==> src/rtl/conv_launch_pkg.sv <==
package conv_launch_pkg;
  typedef enum logic [1:0] {
    EDGE_OFF  = 2'd0,
    EDGE_RISE = 2'd1,
    EDGE_FALL = 2'd2,
    EDGE_BOTH = 2'd3
  } edge_mode_e;
endpackage

==> src/rtl/trig_front.sv <==
module trig_front
  import conv_launch_pkg::*;
#(
  parameter int unsigned NUM_TRIG = 32,
  parameter int unsigned TSEL_W = $clog2(NUM_TRIG),
  parameter logic [NUM_TRIG-1:0] TRIG_VALID = 32'h1C00_01FF
) (
  input  logic                clk_i,
  input  logic                rst_ni,
  input  logic [NUM_TRIG-1:0] trig_i,
  input  logic [TSEL_W-1:0]   sel_i,
  input  logic [1:0]          mode_i,
  output logic                evt_o
);
  logic [NUM_TRIG-1:0] s1_q, s2_q;
  logic sel_line, prev_q;

  for (genvar g = 0; g < NUM_TRIG; g++) begin : g_sync
    always_ff @(posedge clk_i or negedge rst_ni) begin
      if (!rst_ni) begin
        s1_q[g] <= 1'b0;
        s2_q[g] <= 1'b0;
      end else begin
        s1_q[g] <= trig_i[g];
        s2_q[g] <= s1_q[g];
      end
    end
  end

  assign sel_line = TRIG_VALID[sel_i] & s2_q[sel_i];

  always_ff @(posedge clk_i or negedge rst_ni) begin
    if (!rst_ni) prev_q <= 1'b0;
    else         prev_q <= sel_line;
  end

  always_comb begin
    unique case (edge_mode_e'(mode_i))
      EDGE_RISE: evt_o = sel_line & ~prev_q;
      EDGE_FALL: evt_o = ~sel_line & prev_q;
      EDGE_BOTH: evt_o = sel_line ^ prev_q;
      default:   evt_o = 1'b0;
    endcase
  end

  // an event needs the synchronized line to have changed value
  a_r12_evt_on_change: assert property (@(posedge clk_i) disable iff (!rst_ni)
    evt_o |-> (sel_line != prev_q));
  // unpopulated selects never fire
  a_r2_unpopulated_quiet: assert property (@(posedge clk_i) disable iff (!rst_ni)
    !TRIG_VALID[sel_i] |-> !evt_o);
endmodule

==> src/rtl/inj_seq.sv <==
module inj_seq #(
  parameter int unsigned NUM_CH = 8,
  parameter int unsigned CH_W = $clog2(NUM_CH)
) (
  input  logic              clk_i,
  input  logic              rst_ni,
  input  logic              abort_i,
  input  logic [NUM_CH-1:0] mask_i,
  input  logic              scan_i,
  input  logic              launch_i,
  output logic [CH_W-1:0]   next_ch_o,
  output logic              any_o,
  output logic              seq_o
);
  logic [CH_W-1:0] ptr_q, base;
  logic seq_q, found, more;

  assign any_o = |mask_i;
  assign seq_o = seq_q;
  assign base  = (scan_i && !seq_q) ? '0 : ptr_q;

  // cyclic search for the first set bit at or after base
  always_comb begin
    found     = 1'b0;
    next_ch_o = '0;
    for (int i = 0; i < NUM_CH; i++) begin
      if (!found && mask_i[(int'(base) + i) % NUM_CH]) begin
        found     = 1'b1;
        next_ch_o = CH_W'((int'(base) + i) % NUM_CH);
      end
    end
    more = 1'b0;
    for (int i = 0; i < NUM_CH; i++)
      if (mask_i[i] && i > int'(next_ch_o)) more = 1'b1;
  end

  always_ff @(posedge clk_i or negedge rst_ni) begin
    if (!rst_ni) begin
      ptr_q <= '0;
      seq_q <= 1'b0;
    end else if (abort_i) begin
      ptr_q <= '0;
      seq_q <= 1'b0;
    end else if (launch_i) begin
      seq_q <= scan_i & more;
      if (next_ch_o == CH_W'(NUM_CH - 1) || (scan_i && !more)) ptr_q <= '0;
      else ptr_q <= next_ch_o + 1'b1;
    end
  end

  // pointer back at zero after an abort
  a_r11_ptr_reset: assert property (@(posedge clk_i) disable iff (!rst_ni)
    abort_i |=> (ptr_q == '0 && !seq_q));
  // a scan remains open only after a scan launch
  a_r3_seq_from_scan: assert property (@(posedge clk_i) disable iff (!rst_ni)
    $rose(seq_q) |-> $past(scan_i && launch_i));
endmodule

==> src/rtl/result_store.sv <==
module result_store #(
  parameter int unsigned DATA_W = 24,
  parameter int unsigned CH_W = 3
) (
  input  logic              clk_i,
  input  logic              rst_ni,
  input  logic              abort_i,
  input  logic              done_i,
  input  logic [DATA_W-1:0] result_i,
  input  logic              busy_i,
  input  logic              cur_inj_i,
  input  logic [CH_W-1:0]   cur_ch_i,
  input  logic              reg_launch_i,
  input  logic              inj_launch_i,
  output logic [DATA_W-1:0] reg_data_o,
  output logic              reg_eoc_o,
  output logic [DATA_W-1:0] inj_data_o,
  output logic [CH_W-1:0]   inj_ch_o,
  output logic              inj_eoc_o
);
  logic fin;
  assign fin = done_i & busy_i & ~abort_i;

  always_ff @(posedge clk_i or negedge rst_ni) begin
    if (!rst_ni) begin
      reg_data_o <= '0;
      reg_eoc_o  <= 1'b0;
      inj_data_o <= '0;
      inj_ch_o   <= '0;
      inj_eoc_o  <= 1'b0;
    end else if (abort_i) begin
      reg_eoc_o <= 1'b0;
      inj_eoc_o <= 1'b0;
    end else begin
      if (reg_launch_i) reg_eoc_o <= 1'b0;
      if (inj_launch_i) inj_eoc_o <= 1'b0;
      if (fin && cur_inj_i) begin
        inj_data_o <= result_i;
        inj_ch_o   <= cur_ch_i;
        inj_eoc_o  <= 1'b1;
      end else if (fin) begin
        reg_data_o <= result_i;
        reg_eoc_o  <= 1'b1;
      end
    end
  end

  // a flag rises only after a completion of its own group
  a_r10_reg_flag_src: assert property (@(posedge clk_i) disable iff (!rst_ni)
    $rose(reg_eoc_o) |-> $past(done_i && !cur_inj_i));
  a_r10_inj_flag_src: assert property (@(posedge clk_i) disable iff (!rst_ni)
    $rose(inj_eoc_o) |-> $past(done_i && cur_inj_i));
endmodule

==> src/rtl/conv_launch_seq.sv <==
module conv_launch_seq #(
  parameter int unsigned NUM_CH = 8,
  parameter int unsigned NUM_TRIG = 32,
  parameter int unsigned DATA_W = 24,
  parameter logic [NUM_TRIG-1:0] TRIG_VALID = 32'h1C00_01FF,
  localparam int unsigned CH_W = $clog2(NUM_CH),
  localparam int unsigned TSEL_W = $clog2(NUM_TRIG)
) (
  input  logic                clk_i,
  input  logic                rst_ni,
  input  logic                en_i,
  input  logic [CH_W-1:0]     reg_ch_i,
  input  logic                reg_cont_i,
  input  logic                reg_sync_i,
  input  logic                reg_swstart_i,
  input  logic [NUM_CH-1:0]   inj_mask_i,
  input  logic                inj_scan_i,
  input  logic                inj_sync_i,
  input  logic                inj_swstart_i,
  input  logic [1:0]          trig_mode_i,
  input  logic [TSEL_W-1:0]   trig_sel_i,
  input  logic [NUM_TRIG-1:0] trig_i,
  input  logic                sync_i,
  output logic                start_o,
  output logic [CH_W-1:0]     start_ch_o,
  output logic                start_inj_o,
  output logic                busy_o,
  input  logic                done_i,
  input  logic [DATA_W-1:0]   result_i,
  output logic [DATA_W-1:0]   reg_data_o,
  output logic                reg_eoc_o,
  output logic [DATA_W-1:0]   inj_data_o,
  output logic [CH_W-1:0]     inj_ch_o,
  output logic                inj_eoc_o
);
  logic trig_evt, abort;
  logic busy_q, cur_inj_q, inj_pend_q, reg_pend_q, arm_q;
  logic [CH_W-1:0] cur_ch_q, inj_next;
  logic inj_any, inj_seq, inj_busy, inj_new, inj_accept, inj_want;
  logic reg_new, reg_want, launch_inj, launch_reg;

  assign abort = ~en_i;

  trig_front #(.NUM_TRIG(NUM_TRIG), .TSEL_W(TSEL_W), .TRIG_VALID(TRIG_VALID)) u_trig (
    .clk_i, .rst_ni, .trig_i, .sel_i(trig_sel_i), .mode_i(trig_mode_i), .evt_o(trig_evt)
  );

  inj_seq #(.NUM_CH(NUM_CH), .CH_W(CH_W)) u_seq (
    .clk_i, .rst_ni, .abort_i(abort), .mask_i(inj_mask_i), .scan_i(inj_scan_i),
    .launch_i(launch_inj), .next_ch_o(inj_next), .any_o(inj_any), .seq_o(inj_seq)
  );

  // request arbitration; injected wins over regular at an idle boundary
  assign inj_busy   = inj_seq | (busy_q & cur_inj_q);
  assign inj_new    = inj_swstart_i | (inj_sync_i & sync_i) | trig_evt;
  assign inj_accept = en_i & inj_any & inj_new & ~inj_busy & ~inj_pend_q;
  assign inj_want   = en_i & inj_any & (inj_pend_q | inj_seq | inj_accept);
  assign reg_new    = reg_swstart_i | (reg_sync_i & sync_i);
  assign reg_want   = en_i & (reg_new | reg_pend_q | arm_q);
  assign launch_inj = ~busy_q & inj_want;
  assign launch_reg = ~busy_q & ~inj_want & reg_want;

  assign start_o     = launch_inj | launch_reg;
  assign start_inj_o = launch_inj;
  assign start_ch_o  = launch_inj ? inj_next : reg_ch_i;
  assign busy_o      = busy_q;

  always_ff @(posedge clk_i or negedge rst_ni) begin
    if (!rst_ni) begin
      busy_q     <= 1'b0;
      cur_inj_q  <= 1'b0;
      cur_ch_q   <= '0;
      inj_pend_q <= 1'b0;
      reg_pend_q <= 1'b0;
      arm_q      <= 1'b0;
    end else if (abort) begin
      busy_q     <= 1'b0;
      inj_pend_q <= 1'b0;
      reg_pend_q <= 1'b0;
      arm_q      <= 1'b0;
    end else begin
      if (start_o) begin
        busy_q    <= 1'b1;
        cur_inj_q <= launch_inj;
        cur_ch_q  <= start_ch_o;
      end else if (done_i) begin
        busy_q <= 1'b0;
      end
      if (launch_inj)      inj_pend_q <= 1'b0;
      else if (inj_accept) inj_pend_q <= 1'b1;
      if (launch_reg)      reg_pend_q <= 1'b0;
      else if (reg_new)    reg_pend_q <= 1'b1;
      if (!reg_cont_i)     arm_q <= 1'b0;
      else if (launch_reg) arm_q <= 1'b1;
    end
  end

  result_store #(.DATA_W(DATA_W), .CH_W(CH_W)) u_res (
    .clk_i, .rst_ni, .abort_i(abort), .done_i, .result_i, .busy_i(busy_q),
    .cur_inj_i(cur_inj_q), .cur_ch_i(cur_ch_q), .reg_launch_i(launch_reg),
    .inj_launch_i(launch_inj), .reg_data_o, .reg_eoc_o, .inj_data_o, .inj_ch_o, .inj_eoc_o
  );

  // injected launches only pick masked channels
  a_r4_ch_in_mask: assert property (@(posedge clk_i) disable iff (!rst_ni)
    (start_o && start_inj_o) |-> inj_mask_i[start_ch_o]);
  // no new launch while a conversion runs
  a_r7_no_start_busy: assert property (@(posedge clk_i) disable iff (!rst_ni)
    busy_o |-> !start_o);
  // sync pulse launches in its own cycle
  a_r9_sync_same_cycle: assert property (@(posedge clk_i) disable iff (!rst_ni)
    (en_i && !busy_o && sync_i && (reg_sync_i || (inj_sync_i && inj_any))) |-> start_o);
  // disable clears activity and flags
  a_r11_abort_clears: assert property (@(posedge clk_i) disable iff (!rst_ni)
    !en_i |=> (!busy_o && !reg_eoc_o && !inj_eoc_o));
  a_r11_no_start_off: assert property (@(posedge clk_i) disable iff (!rst_ni)
    !en_i |-> !start_o);
endmodule

==> config.mk <==
export PLATFORM = sky130hd
export DESIGN_NAME = conv_launch_seq
export DESIGN_NICKNAME = d
export VERILOG_FILES = /design/src/rtl/conv_launch_pkg.sv /design/src/rtl/trig_front.sv /design/src/rtl/inj_seq.sv /design/src/rtl/result_store.sv /design/src/rtl/conv_launch_seq.sv
export SDC_FILE = /design/constraint.sdc
export NUM_CORES = 1
export LEC_CHECK = 0
export ABC_CLOCK_PERIOD_IN_PS = 3800
export BUFFER_PORTS_ARGS = -buffer_cell sky130_fd_sc_hd__buf_4
export CORE_MARGIN = 4
export CORE_UTILIZATION = 40
export DETAILED_ROUTE_END_ITERATION = 10
export PLACE_DENSITY_LB_ADDON = 0.2
export SLEW_MARGIN = 25
export SYNTH_ARGS = -nofsm -noshare
export SYNTH_HDL_FRONTEND = slang
export SYNTH_SLANG_ARGS = --single-unit
export TNS_END_PERCENT = 50
==> constraint.sdc <==
create_clock -name clk_i -period 3.8 [get_ports clk_i]
set_input_delay 0.57 -clock clk_i [delete_from_list [all_inputs] [get_ports clk_i]]
set_output_delay 0.57 -clock clk_i [all_outputs]
set_load 0.03 [all_outputs]
# Yosys cells after proc, flatten, opt, wreduce, memory -nomap -nowiden
# Memories as Yosys holds them, arrays and structs flattened.
# Cells that the tools add are included.
[op_classes]
eq_ne = 10
n_div = 0
magnitude_cmp = 16
n_reduce_logical = 31
shift = 0
n_addsub = 8
muxes = 68
mul = 0
bitwise_logic = 35
[op_table]
columns = ["cell", "n"]
rows = [
  ["2-to-1 mux 1 bit", 45],
  ["2-to-1 mux 3 bit", 13],
  ["less-than comparator 3 x 4 -> 1 bit (second input constant)", 8],
  ["binary-select mux 1 bit (select 3 bit)", 8],
  ["bitwise AND 1 bit", 18],
  ["logical AND 1 bit", 17],
  ["adder 3 bit (second input constant)", 4],
  ["greater-than comparator 3 bit (first input constant)", 4],
  ["!= test 3 x 1 -> 1 bit (second input constant)", 4],
  ["zero test 1 bit", 9],
  ["bitwise OR 1 bit", 9],
  ["OR reduction 8 bit", 1],
  ["inverter 1 bit", 7],
  ["adder 3 x 1 -> 3 bit (second input constant)", 2],
  ["adder 3 x 2 -> 3 bit (second input constant)", 2],
  ["greater-than comparator 2 x 3 -> 1 bit (first input constant)", 2],
  ["less-than comparator 5 x 6 -> 1 bit (second input constant)", 1],
  ["binary-select mux 1 bit (select 5 bit)", 1],
  ["equality test 2 bit (second input constant)", 2],
  ["AND reduction 2 bit", 2],
  ["equality test 3 bit (second input constant)", 1],
  ["greater-than comparator 1 x 3 -> 1 bit (first input constant)", 1],
  ["!= test 3 x 2 -> 1 bit (second input constant)", 1],
  ["one-hot mux 1 bit (3 select lines)", 1],
  ["5 further kinds", 5],
]
[word_totals]
input_bits = 85
register_bits = 130
elab_cells = 247
ram_bits = 0
out_inout_bits = 59
latchBits = 0
mem_count = 1
rom_bits = 32
[memory_table]
columns = ["name", "words", "word_bits", "read_ports", "rd_clocked_by_memory_dff", "wr", "line_no", "rtl"]
rows = [
  ["(no name shown)", 32, 1, 1, 0, 0, "trig_front.sv:30", "assign sel_line = TRIG_VALID[sel_i] & s2_q[sel_i];"],
]

# Longest topological paths before layout
[depth]
word_depth = 42
ltp_mapped = 19
ltp_nobuf = 19

# By module
# From an unflattened synthesis, not the netlist that was laid out.
[hier_totals]
hier_cells = 414
area_unflattened_um2 = 4939.7
[by_module_without_submodules]
columns = ["mod", "n_inst", "cells_per_inst", "seq_area_each_um2", "area_per_inst_um2"]
rows = [
  ["result_store", 1, 117, 1326.3, 2108.3],
  ["inj_seq", 1, 199, 100.1, 1520.2],
  ["trig_front", 1, 49, 625.6, 817.0],
  ["conv_launch_seq", 1, 49, 200.2, 494.2],
]

# Least setup slack after synthesis
# No wires, ideal clock.
[synth_path]
path_kind = "input port to output port"
start = "input port trig_sel_i[0]"
end = "output port start_ch_o[1]"
stages = 14
setup_slack_ps = -644
n_path_buf = 0
t_arrival_ps = 3874
required_ps = 3230
cell_sequence = "mux4_2 > mux2i_1 > o31a_1 > inv_1 > ha_1 > mux2i_1 > nand2_1 > o21ai_0 > a211oi_1 > a2111oi_0 > o31ai_1 > nor2_1 > nor2_1 > a21oi_1"
[synth_between]
elab_chain_cells = 14
word_cells_on_any_way = 18
cone_classes = "mux (5); bitwise (12); memory (1)"
[synth_lines]
columns = ["element", "line_no", "rtl"]
rows = [
  ["from (decl)", "conv_launch_seq.sv:21", "input logic [TSEL_W-1:0] trig_sel_i,"],
  ["memory (32 x 1 bit) or binary-select mux 1 bit (select 5 bit) (tied branches)", "--", ""],
  ["2-to-1 mux 1 bit (implied by the code)", "trig_front.sv:30", ""],
  ["bitwise AND 1 bit *", "trig_front.sv:30", ""],
  ["named net u_trig.sel_line", "trig_front.sv:16", "logic sel_line, prev_q;"],
  ["inverter 1 bit", "trig_front.sv:40", "EDGE_FALL: evt_o = ~sel_line & prev_q;"],
  ["bitwise AND 1 bit", "trig_front.sv:40", ""],
  ["one-hot mux 1 bit (3 select lines) *", "trig_front.sv:38", "unique case (edge_mode_e'(mode_i))"],
  ["bitwise OR 1 bit *", "conv_launch_seq.sv:55", "assign inj_new = inj_swstart_i | (inj_sync_i & sync_i) | trig_evt;"],
  ["bitwise AND 1 bit * (3 in series)", "conv_launch_seq.sv:56", "assign inj_accept = en_i & inj_any & inj_new & ~inj_busy & ~inj_pend_q;"],
  ["bitwise OR 1 bit *", "conv_launch_seq.sv:57", "assign inj_want = en_i & inj_any & (inj_pend_q | inj_seq | inj_accept);"],
  ["bitwise AND 1 bit *", "conv_launch_seq.sv:57", ""],
  ["bitwise AND 1 bit *", "conv_launch_seq.sv:60", "assign launch_inj = ~busy_q & inj_want;"],
  ["named net start_inj_o", "conv_launch_seq.sv:26", "output logic start_inj_o,"],
  ["2-to-1 mux 3 bit *", "conv_launch_seq.sv:65", "assign start_ch_o = launch_inj ? inj_next : reg_ch_i;"],
  ["to (decl)", "conv_launch_seq.sv:25", "output logic [CH_W-1:0] start_ch_o,"],
]
# Mark *: on every way through the listed nets, which the timed path passes. The rest lies on a longest branch. The select of a mux whose other input is x is not followed.

# Worst setup path after layout
[layout_path]
start = "register u_seq.seq_q (netlist: u_seq.seq_o)"
end = "output port start_ch_o[1]"
[layout_between]
elab_chain_cells = 28
word_cells_on_any_way = 64
cone_classes = "add/sub (7); mux (33); bitwise (8); reduce/logical (16)"
[layout_lines]
columns = ["element", "line_no", "rtl"]
rows = [
  ["from (decl)", "inj_seq.sv:16", "logic seq_q, found, more;"],
  ["from (signal assigned)", "inj_seq.sv:45", "seq_q <= scan_i & more;"],
  ["branches (longest 27 deep; another with adder 3 x 1 -> 3 bit)", "--", ""],
  ["2-to-1 mux 3 bit *", "conv_launch_seq.sv:65", ""],
]
# Every way passes the cells marked *. The select of a mux whose other input is x is not followed.

==> impl_metrics.json <==
{
  "status": "finished with violations",
  "violations": "setup timing",
  "dieArea_um2": 12900,
  "worstPathArrival_ns": 3.38,
  "final_nets": 639,
  "postCtsHoldBufs": 0,
  "fmax_mhz": 253,
  "syn_inst": 380,
  "ant_nets": 0,
  "rr_worst_depth": 15,
  "grt_max_degree": 80,
  "ys_seq_area_share_pct": 50.4,
  "start_util_pct": 41.0,
  "period_share_pct": 104,
  "antenna_found_initial": 0,
  "min_path_type": "primary input to asynchronous set/reset pin",
  "die_height_um": 114,
  "crit_start": "u_seq.seq_o",
  "final.min_clock_period_ns": 3.95,
  "ios": 144,
  "async_reset_ff_share_pct": 100,
  "startpoint_type": "flip-flop",
  "timing.critical_path.mode_cell": "buf_4",
  "synth_top_cell_by_area": "dfrtp_1",
  "cts_tree": "done",
  "yosysTopAreaCellShare_pct": 50.4,
  "h-tree-depth": 3,
  "synth-edff-count": 0,
  "clk_pin_slew_ns": 0.09,
  "vias": 3656,
  "tightestPinTransition_ns": 0.706,
  "endpoint": "start_ch_o[1]",
  "synth_ff_type": "dfrtp_1",
  "cts_root_buf": "clkbuf_8",
  "slew_headroom_pct": 53.0,
  "cp.required_ns": 3.23,
  "setup_violations": 4,
  "synth.distinct_cells": 59,
  "cts_inserted_buffers": 9,
  "die_x_um": 114,
  "final-instance-count-excl-fill": 692,
  "netlist_area_um2": 4470,
  "path_class": "flip-flop to primary output",
  "final_layout_size_suffix_gt1_share_pct": 51.8,
  "power_uw": 5030,
  "drtPass1Iterations": 4,
  "synth_seq_cells": 90,
  "cap_violations": 0,
  "post-route-util_pct": 56.9,
  "grt_overflow": 0,
  "final.setup.tns_ns": -0.405,
  "cellLeakagePower_uw": 0.00286,
  "yosys-top-cells-area": "dfrtp_1 50%, mux2_2 14%, o21ai_0 2.5%",
  "rsz0062_at_grt": "yes",
  "seq_area_um2": 2260,
  "io_buffers": 123,
  "clock-sinks": 90,
  "reg2reg_slack_ns": 0.09,
  "hold_violations": 0,
  "dp_cells": 674,
  "worstPathMaxFanout": 14,
  "drc": 0,
  "syn_to_final_growth_pct": 38.6,
  "r2r-end": "u_seq.ptr_q[0]",
  "placementRows": 38,
  "slew_violations": 0,
  "first_iter_violations": 155,
  "syn_nets": 472,
  "crit_chain": "and2b_4 > buf_4 > a21oi_1 > buf_4 > a211oi_1 > o21bai_2 > or4b_4 > o31ai_4 > buf_4 > inv_1 > buf_4 > a21oi_2 > buf_6",
  "cpPeakStageDelay_ns": 0.57,
  "num_antenna_cells": 0,
  "ir_drop_v": 0.000518,
  "endpoint_kind": "primary output",
  "grt_pass1_wl_um": 19500,
  "finalClockSkew_ns": 0.0157,
  "powerDensity_nw_per_um2": 813,
  "wl_per_cell_um": 17.2,
  "syn_avg_cell_area_um2": 11.8,
  "insertion_delay_ns": 0.37,
  "gp_congestion": 0.893,
  "multi_input_area_um2": 2170,
  "cpMaxStageDelayCell": "or4b_4",
  "synth_warnings": 0,
  "groute.usage.overall_pct": 19.2,
  "routed_via_density": 5.28,
  "grt_pass1_vias": 3866,
  "core_um2": 10900,
  "worst_slack_ns": -0.147,
  "wirelength_um": 11900,
  "fillers": 940,
  "layout_common_cells": "166 x buf_4, 87 x dfrtp_1, 56 x mux2_2, 20 x nor2_1, 20 x o21ai_0",
  "dp_hpwl_um": 8910,
  "final_common_cell": "buf_4",
  "cts.path.max_buffers": 2,
  "crit-reg2reg-launch": "u_seq.seq_o"
}
worst min path at each step:
stage	start	endpoint	slack, ns	cells past startpoint
after detailed placement	u_trig.s1_q[1]	u_trig.s2_q[1]	0.33	0
after global routing	rst_ni	u_res.reg_data_o[3]	0.27	1
after floorplan	rst_ni	arm_q	0.27	0
after global placement	u_trig.s1_q[6]	u_trig.s2_q[6]	0.33	0
final	rst_ni	u_res.inj_data_o[2]	0.23	1
after CTS	trig_i[8]	u_trig.s1_q[8]	0.29	1
Yosys cell counts, types with 2 or more instances:
cell / n
ha_1: 7
mux4_2: 4
nand3_1: 5
inv_1: 14
clkbuf_1: 10
a211o_1: 2
o21ai_0: 22
o211ai_1: 5
nand2_1: 19
a2111oi_0: 2
o21ai_1: 3
o22ai_1: 4
nor3_1: 5
buf_6: 5
mux2_2: 57
mux2_4: 2
o31ai_2: 2
a211oi_1: 6
nand3b_1: 2
or3_1: 3
buf_2: 2
a31oi_1: 2
nor2b_1: 4
o31ai_1: 2
nand4_1: 4
nand2b_1: 3
nor3b_1: 4
o22a_1: 5
nor2_1: 23
mux2i_1: 10
and3_1: 2
a32o_1: 4
o221ai_1: 3
o21bai_1: 2
xnor2_1: 2
a21oi_1: 17
dfrtp_1: 90
through the flow:
stage               setup slack (ns)  hold WS (ns)  instance area [um2]
finish                        -0.147         0.230                 6190
CTS                           -0.196         0.286                 6130
global route                  -0.350         0.266                 6190
detailed placement            -0.280         0.335                 5860
floorplan                    -0.0271         0.274                 4510
global placement              -0.271         0.335                 5860
logic make-up after synthesis:
family / synth area share [%]
muxes: 19.3
AOI/OAI and AO/OA: 13.8
xor gates and xnor gates: 0.953
and+or+nand+nor: 9.55
adders and majority gates: 1.96
DFF: 50.4
buffers and inverters: 3.98
where the power goes:
part	internal [uW]	switching (uW)	leakage, uW	total [uW]
sequential	1300	217	0.00108	1510
combinational	1330	1580	0.00169	2910
clock	263	346	0.0000851	609
total	2890	2140	0.00286	5030
cell type report:
class / count / area share [%]
flip-flops and latches: 90 / 36.4
repair buffers: 175 / 21.8
clock buffers: 12 / 2.34
inverters: 16 / 1.01
well taps: 140 / 2.83
clock inverters: 4 / 0.566
multi-input cells: 255 / 35.0
flip-flops by register name (all words and copies together), names as in the netlist, 3 cells and up:
name,count
u_seq.ptr_q,3
u_res.inj_data_o,24
cur_ch_q,3
u_res.inj_ch_o,3
u_res.reg_data_o,24
u_trig.s2_q,12
u_trig.s1_q,12
what timing repair did:
action | 4_1_cts | 5_1_grt
endpoints found under the setup margin | 8 | 9
pin swaps | 7 | 7
buffers inserted | 2 | 0
endpoints found under the hold margin | 0 | 0
gates resized for setup | 16 | 14
metal layers:
layer | part of all wire [%] | track usage (%) | vias to the layer above
li1 | - | - | 1729
met1 | 40 | 23.0 | 1777
met2 | 48 | 31.4 | 130
met3 | 9.9 | 8.06 | 20
met4 | 2.0 | 5.93 | 0
met5 | 0 | 0 | -
worst max-delay path, delay by kind of cell, from the launching register on:
family,cells,cell delay [ns]
AOI/OAI and AO/OA,5,0.88
and+or+nand+nor,2,0.86
buffers and inverters,6,0.86
DFF,1,0.40
Power figures use the tool's default switching activity.
